**src/rtl/irlp_pkg.sv**
```systemverilog
// Shared types for the infrared low-power pulse timing unit.
// Assumes: nothing beyond standard SystemVerilog packages.
package irlp_pkg;

    // Transmit shaper phases
    typedef enum logic [1:0] {
        TXS_IDLE  = 2'd0,   // no request outstanding
        TXS_ARMED = 2'd1,   // request taken, waiting for the starting tick
        TXS_EMIT  = 2'd2    // pulse being driven
    } txs_state_e;

endpackage

```
**src/rtl/irlp_tick_div.sv**
```systemverilog
// Programmable divider that produces the low-power tick as a one-cycle enable.
// Holds a written divisor and an active divisor. The active value is refreshed
// from the written one at each terminal count, or at once while stopped (zero).
// Assumes: a zero divisor means the tick is switched off.
module irlp_tick_div #(
    parameter int DIV_W = 8
) (
    input  logic             clk,
    input  logic             rst_n,
    input  logic             wr_en,
    input  logic [DIV_W-1:0] wr_data,
    output logic             tick,
    output logic [DIV_W-1:0] period
);

    localparam logic [DIV_W-1:0] ONE = {{(DIV_W-1){1'b0}}, 1'b1};

    logic [DIV_W-1:0] wdiv_q;
    logic [DIV_W-1:0] act_q;
    logic [DIV_W-1:0] cnt_q;

    // Purpose: capture software writes to the divisor
    always_ff @(posedge clk) begin
        if (!rst_n)     wdiv_q <= '0;
        else if (wr_en) wdiv_q <= wr_data;
    end

    // Purpose: count cycles and adopt the written divisor at period boundaries
    always_ff @(posedge clk) begin
        if (!rst_n) begin
            act_q <= '0;
            cnt_q <= '0;
        end else if (act_q == '0 || tick) begin
            act_q <= wdiv_q;
            cnt_q <= '0;
        end else begin
            cnt_q <= cnt_q + ONE;
        end
    end

    // Purpose: tick on the last cycle of each period
    always_comb tick = (act_q != '0) && (cnt_q == act_q - ONE);

    assign period = act_q;

endmodule

```
**src/rtl/irlp_tx_shaper.sv**
```systemverilog
// Shapes one transmit pulse per accepted request, aligned to tick boundaries
// and PULSE_TICKS tick periods wide.
// Assumes: requests that arrive while busy are dropped by design.
module irlp_tx_shaper
    import irlp_pkg::*;
#(
    parameter int PULSE_TICKS = 3
) (
    input  logic clk,
    input  logic rst_n,
    input  logic tick,
    input  logic req,
    output logic pulse
);

    localparam int             CW    = $clog2(PULSE_TICKS + 1);
    localparam logic [CW-1:0]  LAST  = CW'(PULSE_TICKS - 1);
    localparam logic [CW-1:0]  ONE_C = {{(CW-1){1'b0}}, 1'b1};

    txs_state_e    state_q;
    logic [CW-1:0] tcnt_q;

    // Purpose: step through idle, armed and emit phases on requests and ticks
    always_ff @(posedge clk) begin
        if (!rst_n) begin
            state_q <= TXS_IDLE;
            tcnt_q  <= '0;
        end else begin
            unique case (state_q)
                TXS_IDLE: if (req) state_q <= TXS_ARMED;
                TXS_ARMED: if (tick) begin
                    state_q <= TXS_EMIT;
                    tcnt_q  <= '0;
                end
                TXS_EMIT: if (tick) begin
                    if (tcnt_q == LAST) state_q <= TXS_IDLE;
                    else                tcnt_q  <= tcnt_q + ONE_C;
                end
                default: state_q <= TXS_IDLE;
            endcase
        end
    end

    // Purpose: the line is high only during the emit phase
    always_comb pulse = (state_q == TXS_EMIT);

endmodule

```
**src/rtl/irlp_rx_filter.sv**
```systemverilog
// Synchronizes the raw receive line and accepts a high pulse once it has
// lasted one full tick period in system clocks, giving one strobe per pulse.
// Assumes: the line is active high and asynchronous to clk.
module irlp_rx_filter #(
    parameter int DIV_W       = 8,
    parameter int SYNC_STAGES = 2
) (
    input  logic             clk,
    input  logic             rst_n,
    input  logic             rx_raw,
    input  logic [DIV_W-1:0] period,
    output logic             line,
    output logic             hit
);

    localparam logic [DIV_W-1:0] ONE = {{(DIV_W-1){1'b0}}, 1'b1};

    logic [SYNC_STAGES-1:0] sync_q;
    logic [DIV_W-1:0]       run_q;

    // Purpose: build the synchronizer chain one flop per stage
    for (genvar g = 0; g < SYNC_STAGES; g++) begin : g_sync
        always_ff @(posedge clk) begin
            if (!rst_n)      sync_q[g] <= 1'b0;
            else if (g == 0) sync_q[g] <= rx_raw;
            else             sync_q[g] <= sync_q[(g == 0) ? 0 : g-1];
        end
    end

    assign line = sync_q[SYNC_STAGES-1];

    // Purpose: count consecutive high cycles, saturating at full scale
    always_ff @(posedge clk) begin
        if (!rst_n || !line)  run_q <= '0;
        else if (run_q != '1) run_q <= run_q + ONE;
    end

    // Purpose: strobe exactly when the run reaches one tick period
    always_comb hit = line && (period != '0) && (run_q == period - ONE);

endmodule

```
**src/rtl/irlp_pulse_gen.sv**
```systemverilog
// Top of the infrared low-power pulse timing unit: tick divider, transmit
// pulse shaper and receive glitch filter sharing one active divisor.
// Assumes: one clock domain; the receive line is the only asynchronous input.
module irlp_pulse_gen #(
    parameter int DIV_W       = 8,
    parameter int PULSE_TICKS = 3,
    parameter int SYNC_STAGES = 2
) (
    input  logic             clk,
    input  logic             rst_n,
    input  logic             div_wr,
    input  logic [DIV_W-1:0] div_wdata,
    input  logic             tx_req,
    input  logic             ir_rx_in,
    output logic             lp_tick,
    output logic             ir_tx_out,
    output logic             rx_pulse_ok
);

    logic [DIV_W-1:0] period_w;
    logic             rx_line_w;

    irlp_tick_div #(.DIV_W(DIV_W)) u_div (
        .clk     (clk),
        .rst_n   (rst_n),
        .wr_en   (div_wr),
        .wr_data (div_wdata),
        .tick    (lp_tick),
        .period  (period_w)
    );

    irlp_tx_shaper #(.PULSE_TICKS(PULSE_TICKS)) u_tx (
        .clk   (clk),
        .rst_n (rst_n),
        .tick  (lp_tick),
        .req   (tx_req),
        .pulse (ir_tx_out)
    );

    irlp_rx_filter #(.DIV_W(DIV_W), .SYNC_STAGES(SYNC_STAGES)) u_rx (
        .clk    (clk),
        .rst_n  (rst_n),
        .rx_raw (ir_rx_in),
        .period (period_w),
        .line   (rx_line_w),
        .hit    (rx_pulse_ok)
    );

endmodule

```
**config.mk**
```make
export PLATFORM = sky130hd
export DESIGN_NAME = irlp_pulse_gen
export DESIGN_NICKNAME = d
export VERILOG_FILES = /design/src/rtl/irlp_pkg.sv /design/src/rtl/irlp_tick_div.sv /design/src/rtl/irlp_tx_shaper.sv /design/src/rtl/irlp_rx_filter.sv /design/src/rtl/irlp_pulse_gen.sv
export SDC_FILE = /design/constraint.sdc
export NUM_CORES = 1
export LEC_CHECK = 0
export ABC_AREA = 1
export BUFFER_PORTS_ARGS = -buffer_cell sky130_fd_sc_hd__clkbuf_2
export CORE_MARGIN = 10
export CORE_UTILIZATION = 59
export CTS_CLUSTER_DIAMETER = 50
export DETAILED_ROUTE_END_ITERATION = 16
export GPL_TIMING_DRIVEN = 0
export PLACE_DENSITY = 0.84
export SETUP_SLACK_MARGIN = 0.1
export SYNTH_ARGS = -nofsm -noshare
export SYNTH_HDL_FRONTEND = slang
export SYNTH_SLANG_ARGS = --single-unit
```
**constraint.sdc**
```tcl
create_clock -name clk -period 2.3 [get_ports clk]
set_input_delay 0.23 -clock clk [delete_from_list [all_inputs] [get_ports clk]]
set_output_delay 0.23 -clock clk [all_outputs]
set_load 0.02 [all_outputs]
```
==> out/results.tsv, run 1 <==
stage	metric	value	unit
synthesis	Syn Inst Count	294	
timing	setup violators final	0	
final_layout	share of layout cells above drive strength 1	23.3	%
die	die height	78.5	um
timing	RSZ-0062 raised after global routing	true	
die	boundary pin count	16	
synthesis	Post-Syn Area	2020	um2
final_layout	Layout Cells excl Fill	377	
synthesis	Synth Warn #	0	
final_layout	Layout Area Growth over Synthesis	20.7	%
job	Max Cap Violations	0	
clock_tree	CTS Buf Count	5	
setup_path	CP Data Required Time	2.07	ns
synthesis	Post-synth ARST share	0	%
power	maximum VDD drop	0.00116	V
timing	worst-margin pin slew	0.398	ns
setup_path	RR Startpoint	u_div.period[0]$_SDFFE_PN0P_	
setup_path	R2R depth	15	
setup_path	R2R Path End	u_tx.tcnt_q[1]$_SDFFE_PN0P_	
setup_path	Max FO, Critical Path	4	
synthesis	top-area cell type share of the netlist area	37.7	%
timing	WHS	0.0395	ns
die	Starting Density	60.9	%
route	vias per inst	5.33	
setup_path	crit path launch type	register	
min_path	HP Class	input port to register	
route	Total Wirelength	4.81	mm
grt	initial antenna violation count	0	
power	Reg power frac	28.9	%
synthesis	Post-synth top cells	nor2_1 (56), nand2_1 (51), dfxtp_1 (38), inv_1 (37), nand3_1 (29)	
setup_path	r2r setup slk	0.23	ns
grt	total gr overflow	0	
clock_tree	CTS tree	yes	
timing	fmax	448	MHz
placement	number of cells after detailed placement	355	
final_layout	Final nets	348	
synthesis	Post-synth EDFFs	0	
clock_tree	Clock Root Buffer	clkbuf_4	
grt	vias in the first global route	1978	
placement	hpwl dp	3.23	mm
synthesis	Seq/Total Area, Yosys	37.7	%
setup_path	crit end category	primary output	
setup_path	critical path class	register to primary output	
setup_path	CP Capture Point	lp_tick	
clock_tree	clock sink count	38	
route	1st-pass router iterations	4	
route	DRT antenna net count	0	
final_layout	Filler Cells Inserted	270	
timing	crit share post-route	97.1	%
placement	RePlAce Congestion	0.909	
timing	post-layout minimum cycle time	2.23	ns
clock_tree	Worst-path clk slew	0.13	ns
power	Int Power	1.66	mW
die	die area	6160	um2
power	Sw Ratio	47.2	%
synthesis	syn_nets	312	
power	static leakage	1.08	nW
clock_tree	Post-CTS Hold Buffers	0	
timing	Clock Skews	0.0105	ns
grt	global-route wire length before repair	8.21	mm
synthesis	cell with the most instances after synthesis	nor2_1	
power	net switching power	1.48	mW
clock_tree	Skew-Pair Late Insertion Delay	0.37	ns
grt	largest net degree at the start of global routing	14	
synthesis	leading area contributor after synthesis	dfxtp_1	
setup_path	worst path arrival time	2.00	ns
route	Vias	2010	
final_layout	Ant. Diodes	0	
grt	total track usage	15.9	%
synthesis	synthesized flop and latch total	38	
die	Core Area	3310	um2
clock_tree	H-tree levels	2	
route	DRT iter0 DRCs	132	
power	Clk network pwr share	14.9	%
timing	Final Hold Violating Endpoints	0	
synthesis	Distinct cells, synth	33	
synthesis	largest cells by area after synthesis	dfxtp_1 (38%), nor2_1 (10%), nand2_1 (9.5%)	
timing	Pins Over Slew Limit	0	
power	P per Cell Area	1290	nW/um2
setup_path	Crit. Startpoint	u_div.period[0]$_SDFFE_PN0P_	
synthesis	top_reg_cell synth	dfxtp_1	
die	DIE WIDTH	78.5	um
timing	Worst slew margin	73.3	%
placement	IO buf count	15	
power	Comb power frac	56.2	%
clock_tree	Clock Path Buffers	2	
route	DR WL/cell	12.8	um
placement	placed cell area	2150	um2
route	drc violations	0	
die	row cnt	21	
synthesis	Avg Cell Area, Syn	6.86	um2
run_status	status	complete, no violations	
final_layout	fin area	2430	um2
==> what timing repair did <==
| item | in CTS | in global routing |
|---|---|---|
| gates resized for setup | 16 | 19 |
| buffers inserted | 13 | 3 |
| pin swaps | 5 | 13 |
| endpoints found under the setup margin | 12 | 5 |
==> placed cells by master (no fill, tap or decap), drive strengths merged <==
master,n
a211oi,3
a21boi,1
a21oi,9
a31oi,2
buf,17
bufinv,1
clkbuf,19
clkinvlp,2
dfxtp,38
ha,5
inv,40
nand2,54
nand3,30
nand3b,1
nand4,8
nor2,59
nor3,5
nor3b,1
o211ai,2
o21ai,23
o22ai,2
o31ai,1
or2,2
xnor2,1
xor2,5
==> registers in the layout (all words and copies together) (netlist names) <==
signal        count
u_rx.sync_q       1
u_tx.tcnt_q       2
u_div.cnt_q       8
u_rx.line         1
u_div.period      8
u_div.wdiv_q      8
u_tx.state_q      2
u_rx.run_q        8
==> layer usage <==
metal  GRT usage (%)  up-vias  routed length, um
met1            17.9      920               1960
met3            4.67       12                281
li1                -     1032                  -
met4            6.09        0                109
met2            27.5       46               2460
met5               0        -                  0
==> metrics by stage <==
| step | worst slack (ns) | total power [mW] | utilization (%) | setup TNS [ns] |
|---|---|---|---|---|
| 3_5_place_dp | 0.0146 | 2.30 | 64.9 | 0 |
| 6_report | 0.0669 | 3.14 | 73.5 | 0 |
| 3_3_place_gp | 0.0799 | 2.25 | 64.9 | 0 |
| 4_1_cts | 0.0547 | 2.91 | 71.8 | 0 |
| 5_1_grt | -0.0466 | 3.41 | 73.5 | -0.0783 |
| 2_1_floorplan | 0.388 | 2.02 | - | 0 |
==> worst min-delay path by stage <==
| stage | startpoint | cells past startpoint | slack, ns | endpoint |
|---|---|---|---|---|
| after floorplan | ir_rx_in | 2 | 0.33 | u_rx.sync_q[0]$_SDFF_PN0_ |
| after global placement | u_rx.sync_q[0]$_SDFF_PN0_ | 2 | 0.40 | u_rx.line$_SDFF_PN0_ |
| after detailed placement | u_rx.sync_q[0]$_SDFF_PN0_ | 2 | 0.41 | u_rx.line$_SDFF_PN0_ |
| after CTS | ir_rx_in | 3 | 0.05 | u_rx.sync_q[0]$_SDFF_PN0_ |
| after global routing | ir_rx_in | 3 | 0.06 | u_rx.sync_q[0]$_SDFF_PN0_ |
| final | ir_rx_in | 3 | 0.04 | u_rx.sync_q[0]$_SDFF_PN0_ |
==> kinds of logic (layout without fill, tap and decap cells) <==
kind of cell	Yosys count	count (layout)	share of synthesized area, %
adders and majority gates	5	5	3.10
xor gates and xnor gates	6	6	2.61
AOI/OAI and AO/OA	43	43	12.3
and+or+nand+nor	160	160	36.1
buffers and inverters	42	79	8.13
DFF	38	38	37.7
==> critical path: stages (launching register included) <==
cell,delay [ns]
dfxtp_4,0.39
inv_6,0.04
ha_4,0.29
xor2_1,0.15
nand2_1,0.08
nor2_2,0.13
nand3_2,0.10
nor2_4,0.13
nand4_4,0.12
inv_2,0.09
buf_8,0.11
==> cell type report <==
cell class / count / area (um2) / area share [%]
plain buffers: 2 / 11.3 / 0.463
clock buffers: 5 / 37.5 / 1.54
clock inverters: 3 / 45.0 / 1.85
inverters: 40 / 158 / 6.48
multi-input cells: 214 / 1160 / 47.8
flip-flops and latches: 38 / 769 / 31.6
well taps: 46 / 57.6 / 2.37
repair buffers: 29 / 193 / 7.92
==> power groups by stage <==
stage	registers (mW)	clock network [mW]	logic (mW)
final	0.908	0.469	1.77
after global routing	0.926	0.497	1.99
after global placement	0.907	0	1.34
after CTS	0.895	0.470	1.54
after floorplan	0.879	0	1.14
after detailed placement	0.909	0	1.39
Note: power is estimated with default switching activity, not from simulation.
==> inputs of run 2 (changes only) <==
Clock period 2.3 ns to 2.1 ns, I/O delays scaled along.
==> out/results.tsv, run 2 (synthesized netlist as in run 1, its figures left out) <==
stage	metric	value	unit
run_status	status	finished, violations left	
run_status	failing checks	setup timing	
placement	hpwl dp	3.23	mm
setup_path	crit end category	primary output	
route	vias per inst	5.63	
min_path	HP Class	input port to register	
clock_tree	Skew-Pair Late Insertion Delay	0.37	ns
placement	placed cell area	2150	um2
route	DRT antenna net count	0	
die	die area	6160	um2
final_layout	Layout Area Growth over Synthesis	23.1	%
route	Vias	2130	
timing	Final Hold Violating Endpoints	0	
die	Core Area	3310	um2
final_layout	Final nets	349	
setup_path	Max FO, Critical Path	5	
die	boundary pin count	16	
setup_path	worst path arrival time	1.98	ns
clock_tree	CTS Buf Count	5	
final_layout	Ant. Diodes	0	
grt	total gr overflow	0	
power	P per Cell Area	1430	nW/um2
setup_path	slowest CP cell	dfxtp_2	
timing	fmax	456	MHz
clock_tree	Clock Root Buffer	clkbuf_4	
clock_tree	H-tree levels	2	
final_layout	commonest non-fill, non-tap cell in the layout	nor2_1	
final_layout	post-layout util	75.0	%
route	1st-pass router iterations	4	
setup_path	CP Buf/Inv Count	4	
clock_tree	CTS tree	yes	
setup_path	critical path class	register to primary output	
setup_path	CP Data Required Time	1.89	ns
die	Starting Density	60.9	%
clock_tree	Clock Path Buffers	2	
final_layout	fin area	2480	um2
power	maximum VDD drop	0.00138	V
clock_tree	clock sink count	38	
setup_path	Critical Path Most Common Cell	nand2_1	
final_layout	Filler Cells Inserted	262	
timing	WHS	0.0225	ns
timing	worst-margin pin slew	0.343	ns
route	DR WL/cell	14.1	um
setup_path	max incr delay on CP	0.35	ns
route	DRT iter0 DRCs	234	
final_layout	share of layout cells above drive strength 1	24.4	%
timing	setup violators final	18	
timing	crit share post-route	105	%
setup_path	crit path launch type	register	
die	die height	78.5	um
route	Total Wirelength	5.32	mm
die	DIE WIDTH	78.5	um
timing	Worst slew margin	77.2	%
clock_tree	Worst-path clk slew	0.13	ns
timing	RSZ-0062 raised after global routing	true	
timing	Pins Over Slew Limit	0	
final_layout	most frequent cells in the layout	nor2_1 (52), nand2_1 (47), dfxtp_1 (34)	
setup_path	delay-heaviest family, CP	simple AND/OR/NAND/NOR gates	
timing	setup TNS	-0.405	ns
route	drc violations	0	
grt	vias in the first global route	2019	
job	Max Cap Violations	0	
grt	largest net degree at the start of global routing	14	
timing	Setup WS post-layout	-0.0948	ns
timing	post-layout minimum cycle time	2.19	ns
placement	IO buf count	15	
power	static leakage	1.10	nW
setup_path	crit-path cells	buf_4 -> nor2_4 -> nand2_2 -> inv_2 -> nand3_1 -> nand2_1 -> nand2_1 -> nand2_1 -> nand4_4 -> inv_2 -> buf_8	
timing	Clock Skews	0.0123	ns
placement	RePlAce Congestion	0.909	
grt	global-route wire length before repair	8.34	mm
die	row cnt	21	
grt	initial antenna violation count	0	
grt	total track usage	16.2	%
==> run 2: path summary, 6_finish.rpt <==
| check | from | endpoint | slack [ns] | cells past startpoint |
|---|---|---|---|---|
| min reg2reg | u_rx.sync_q[0]$_SDFF_PN0_ | u_rx.line$_SDFF_PN0_ | 0.43 | 2 |
| max reg2reg | u_div.period[1]$_SDFFE_PN0P_ | u_tx.tcnt_q[1]$_SDFFE_PN0P_ | -0.03 | 17 |
| max | u_div.period[1]$_SDFFE_PN0P_ | lp_tick | -0.09 | 11 |
| min | ir_rx_in | u_rx.sync_q[0]$_SDFF_PN0_ | 0.02 | 3 |
==> run 2: report_power, final <==
part	switching (mW)	internal, mW
logic	1.35	0.700
registers	0.142	0.851
clock network	0.263	0.250
total	1.76	1.80
==> run 2: final cells by class <==
| class | count | area [um2] | share of cell area (%) |
|---|---|---|---|
| clock buffers | 5 | 37.5 | 1.51 |
| repair buffers | 29 | 200 | 8.06 |
| multi-input cells | 215 | 1200 | 48.4 |
| plain buffers | 2 | 11.3 | 0.454 |
| inverters | 40 | 160 | 6.45 |
| well taps | 46 | 57.6 | 2.32 |
| flip-flops and latches | 38 | 768 | 30.9 |
| clock inverters | 3 | 45.0 | 1.81 |
==> run 2: stage by stage <==
stage / setup slack (ns) / std cells / total power [mW]
after CTS: -0.125 / 376 / 3.23
after floorplan: 0.188 / 294 / 2.21
after global placement: -0.100 / 355 / 2.47
after global routing: -0.268 / 378 / 3.85
final: -0.0948 / 378 / 3.56
after detailed placement: -0.165 / 355 / 2.52
==> run 2: routing by layer <==
| layer | share of wire, % | vias up | wire [um] | track usage (%) |
|---|---|---|---|---|
| li1 | - | 1040 | - | - |
| met1 | 40 | 979 | 2120 | 17.8 |
| met2 | 50 | 82 | 2640 | 28.5 |
| met3 | 6.7 | 29 | 359 | 5.24 |
| met4 | 3.9 | 0 | 206 | 6.09 |
| met5 | 0 | - | 0 | 0 |
==> run 2: worst register-to-register path: cells and delay by family (launching register included) <==
family	cells	cell delay, ns
simple gates	11	1.08
flops	1	0.35
buf+inv	6	0.63
==> run 2: timing repair <==
item,CTS,global route
setup endpoints to repair,22,26
resized for setup,19,27
hold buffers,0,0
setup buffers,15,3
gates cloned,0,1
pin swaps,10,15
==> inputs of run 3 (changes only) <==
Settings changed: PLACE_DENSITY 0.84 to 0.85.
==> out/results.tsv, run 3 (synthesized netlist as in run 1, its figures left out) <==
stage	metric	value	unit
run_status	status	finished, violations left	
run_status	failing checks	setup timing	
grt	largest net degree at the start of global routing	13	
timing	RSZ-0062 raised after global routing	true	
timing	Clock Skews	0.00874	ns
clock_tree	clock sink count	38	
route	DR WL/cell	12.2	um
route	1st-pass router iterations	6	
route	vias per inst	5.28	
timing	post-layout minimum cycle time	2.16	ns
final_layout	Filler Cells Inserted	290	
setup_path	R2R depth	16	
setup_path	r2r setup slk	-0.03	ns
clock_tree	Clock Root Buffer	clkbuf_4	
timing	fmax	462	MHz
placement	Post-Place Setup Slack	-0.153	ns
grt	initial antenna violation count	0	
timing	WHS	0.0506	ns
die	die height	78.5	um
timing	Final Hold Violating Endpoints	0	
grt	total track usage	15.6	%
placement	IO buf count	15	
setup_path	critical path class	register to primary output	
route	Total Wirelength	4.58	mm
clock_tree	CTS Buf Count	5	
clock_tree	H-tree levels	2	
timing	Pins Over Slew Limit	0	
die	Core Area	3310	um2
power	P per Cell Area	1390	nW/um2
timing	Setup WS post-layout	-0.0633	ns
min_path	HP Class	input port to register	
grt	global-route wire length before repair	8.18	mm
timing	Worst slew margin	78.6	%
final_layout	commonest non-fill, non-tap cell in the layout	nor2_1	
route	DRT antenna net count	0	
final_layout	share of layout cells above drive strength 1	23.9	%
setup_path	Max FO, Critical Path	3	
final_layout	Final nets	348	
setup_path	CP Data Required Time	1.89	ns
final_layout	multi-input logic area	1170	um2
final_layout	Layout Area Growth over Synthesis	21.0	%
setup_path	R2R Path End	u_tx.tcnt_q[1]$_SDFFE_PN0P_	
grt	met2 Use GR	26.4	%
die	die area	6160	um2
grt	total gr overflow	0	
die	row cnt	21	
placement	placed cell area	2150	um2
grt	GR peak layer	met2	
setup_path	Crit. Startpoint	u_div.period[1]$_SDFFE_PN0P_	
placement	hpwl dp	3.22	mm
die	boundary pin count	16	
final_layout	post-layout util	73.7	%
clock_tree	Worst-path clk slew	0.12	ns
route	drc violations	0	
setup_path	RR Startpoint	u_div.period[1]$_SDFFE_PN0P_	
clock_tree	Skew-Pair Late Insertion Delay	0.34	ns
final_layout	Ant. Diodes	0	
job	Max Cap Violations	0	
setup_path	crit path launch type	register	
timing	setup violators final	4	
setup_path	worst path arrival time	1.95	ns
final_layout	most frequent cells in the layout	nor2_1 (50), nand2_1 (46), dfxtp_1 (35)	
setup_path	CP Capture Point	lp_tick	
power	static leakage	1.09	nW
grt	routing usage on met1	18.2	%
route	Vias	1989	
final_layout	Sequential Area	769	um2
die	Starting Density	60.9	%
grt	vias in the first global route	1979	
timing	worst-margin pin slew	0.322	ns
clock_tree	Clock Path Buffers	2	
grt	met3 GRT Util	3.87	%
power	maximum VDD drop	0.00109	V
setup_path	crit end category	primary output	
clock_tree	CTS tree	yes	
final_layout	fin area	2440	um2
placement	RePlAce Congestion	0.883	
route	DRT iter0 DRCs	126	
die	DIE WIDTH	78.5	um
timing	crit share post-route	103	%
power	total design power	3.38	mW
==> run 3: worst max-delay path, stage by stage (launching register included) <==
cell     delay (ns)
dfxtp_4        0.40
inv_4          0.05
ha_4           0.28
xor2_1         0.13
nand2_1        0.06
nor2_1         0.11
nand3_1        0.10
nor2_2         0.14
nand4_2        0.12
inv_2          0.11
buf_8          0.11
==> run 3: report_power, final <==
group          internal [mW]  switching, mW  leakage (nW)
registers              0.853          0.153         0.313
clock network          0.247          0.237        0.0450
logic                  0.690           1.20         0.731
total                   1.79           1.59          1.09
==> run 3: layer usage <==
metal / wire [um] / vias up
met1: 1990 / 904
li1: - / 1031
met5: 0 / -
met3: 231 / 5
met4: 20 / 0
met2: 2330 / 49
==> run 3: metrics by stage <==
step / instances / setup TNS [ns]
2_1_floorplan: 294 / 0
3_3_place_gp: 355 / -0.0801
3_5_place_dp: 355 / -1.14
4_1_cts: 372 / -0.134
5_1_grt: 377 / -0.725
6_report: 377 / -0.118
==> run 3: worst min-delay path by stage <==
stage	from	endpoint	slack [ns]	depth (start not counted)
after floorplan	ir_rx_in	u_rx.sync_q[0]$_SDFF_PN0_	0.31	2
after global placement	ir_rx_in	u_rx.sync_q[0]$_SDFF_PN0_	0.39	3
after detailed placement	ir_rx_in	u_rx.sync_q[0]$_SDFF_PN0_	0.40	3
after CTS	ir_rx_in	u_rx.sync_q[0]$_SDFF_PN0_	0.04	3
after global routing	ir_rx_in	u_rx.sync_q[0]$_SDFF_PN0_	0.07	3
final	ir_rx_in	u_rx.sync_q[0]$_SDFF_PN0_	0.05	3
==> run 3: area by class of cell <==
| cell class | count | area share (%) |
|---|---|---|
| Sequential cell | 38 | 31.5 |
| Buffer | 2 | 0.461 |
| Clock inverter | 3 | 1.64 |
| Clock buffer | 5 | 1.54 |
| Tap cell | 46 | 2.36 |
| Inverter | 40 | 6.77 |
| Multi-Input combinational cell | 215 | 48.0 |
| Timing Repair Buffer | 28 | 7.74 |
==> run 3: what timing repair did <==
action | in CTS | in global routing
gates resized for setup | 22 | 19
hold buffers | 0 | 0
hold endpoints to repair | 0 | 0
pin swaps | 9 | 7
cloned | 0 | 1
endpoints found under the setup margin | 22 | 26
buffers inserted | 11 | 4
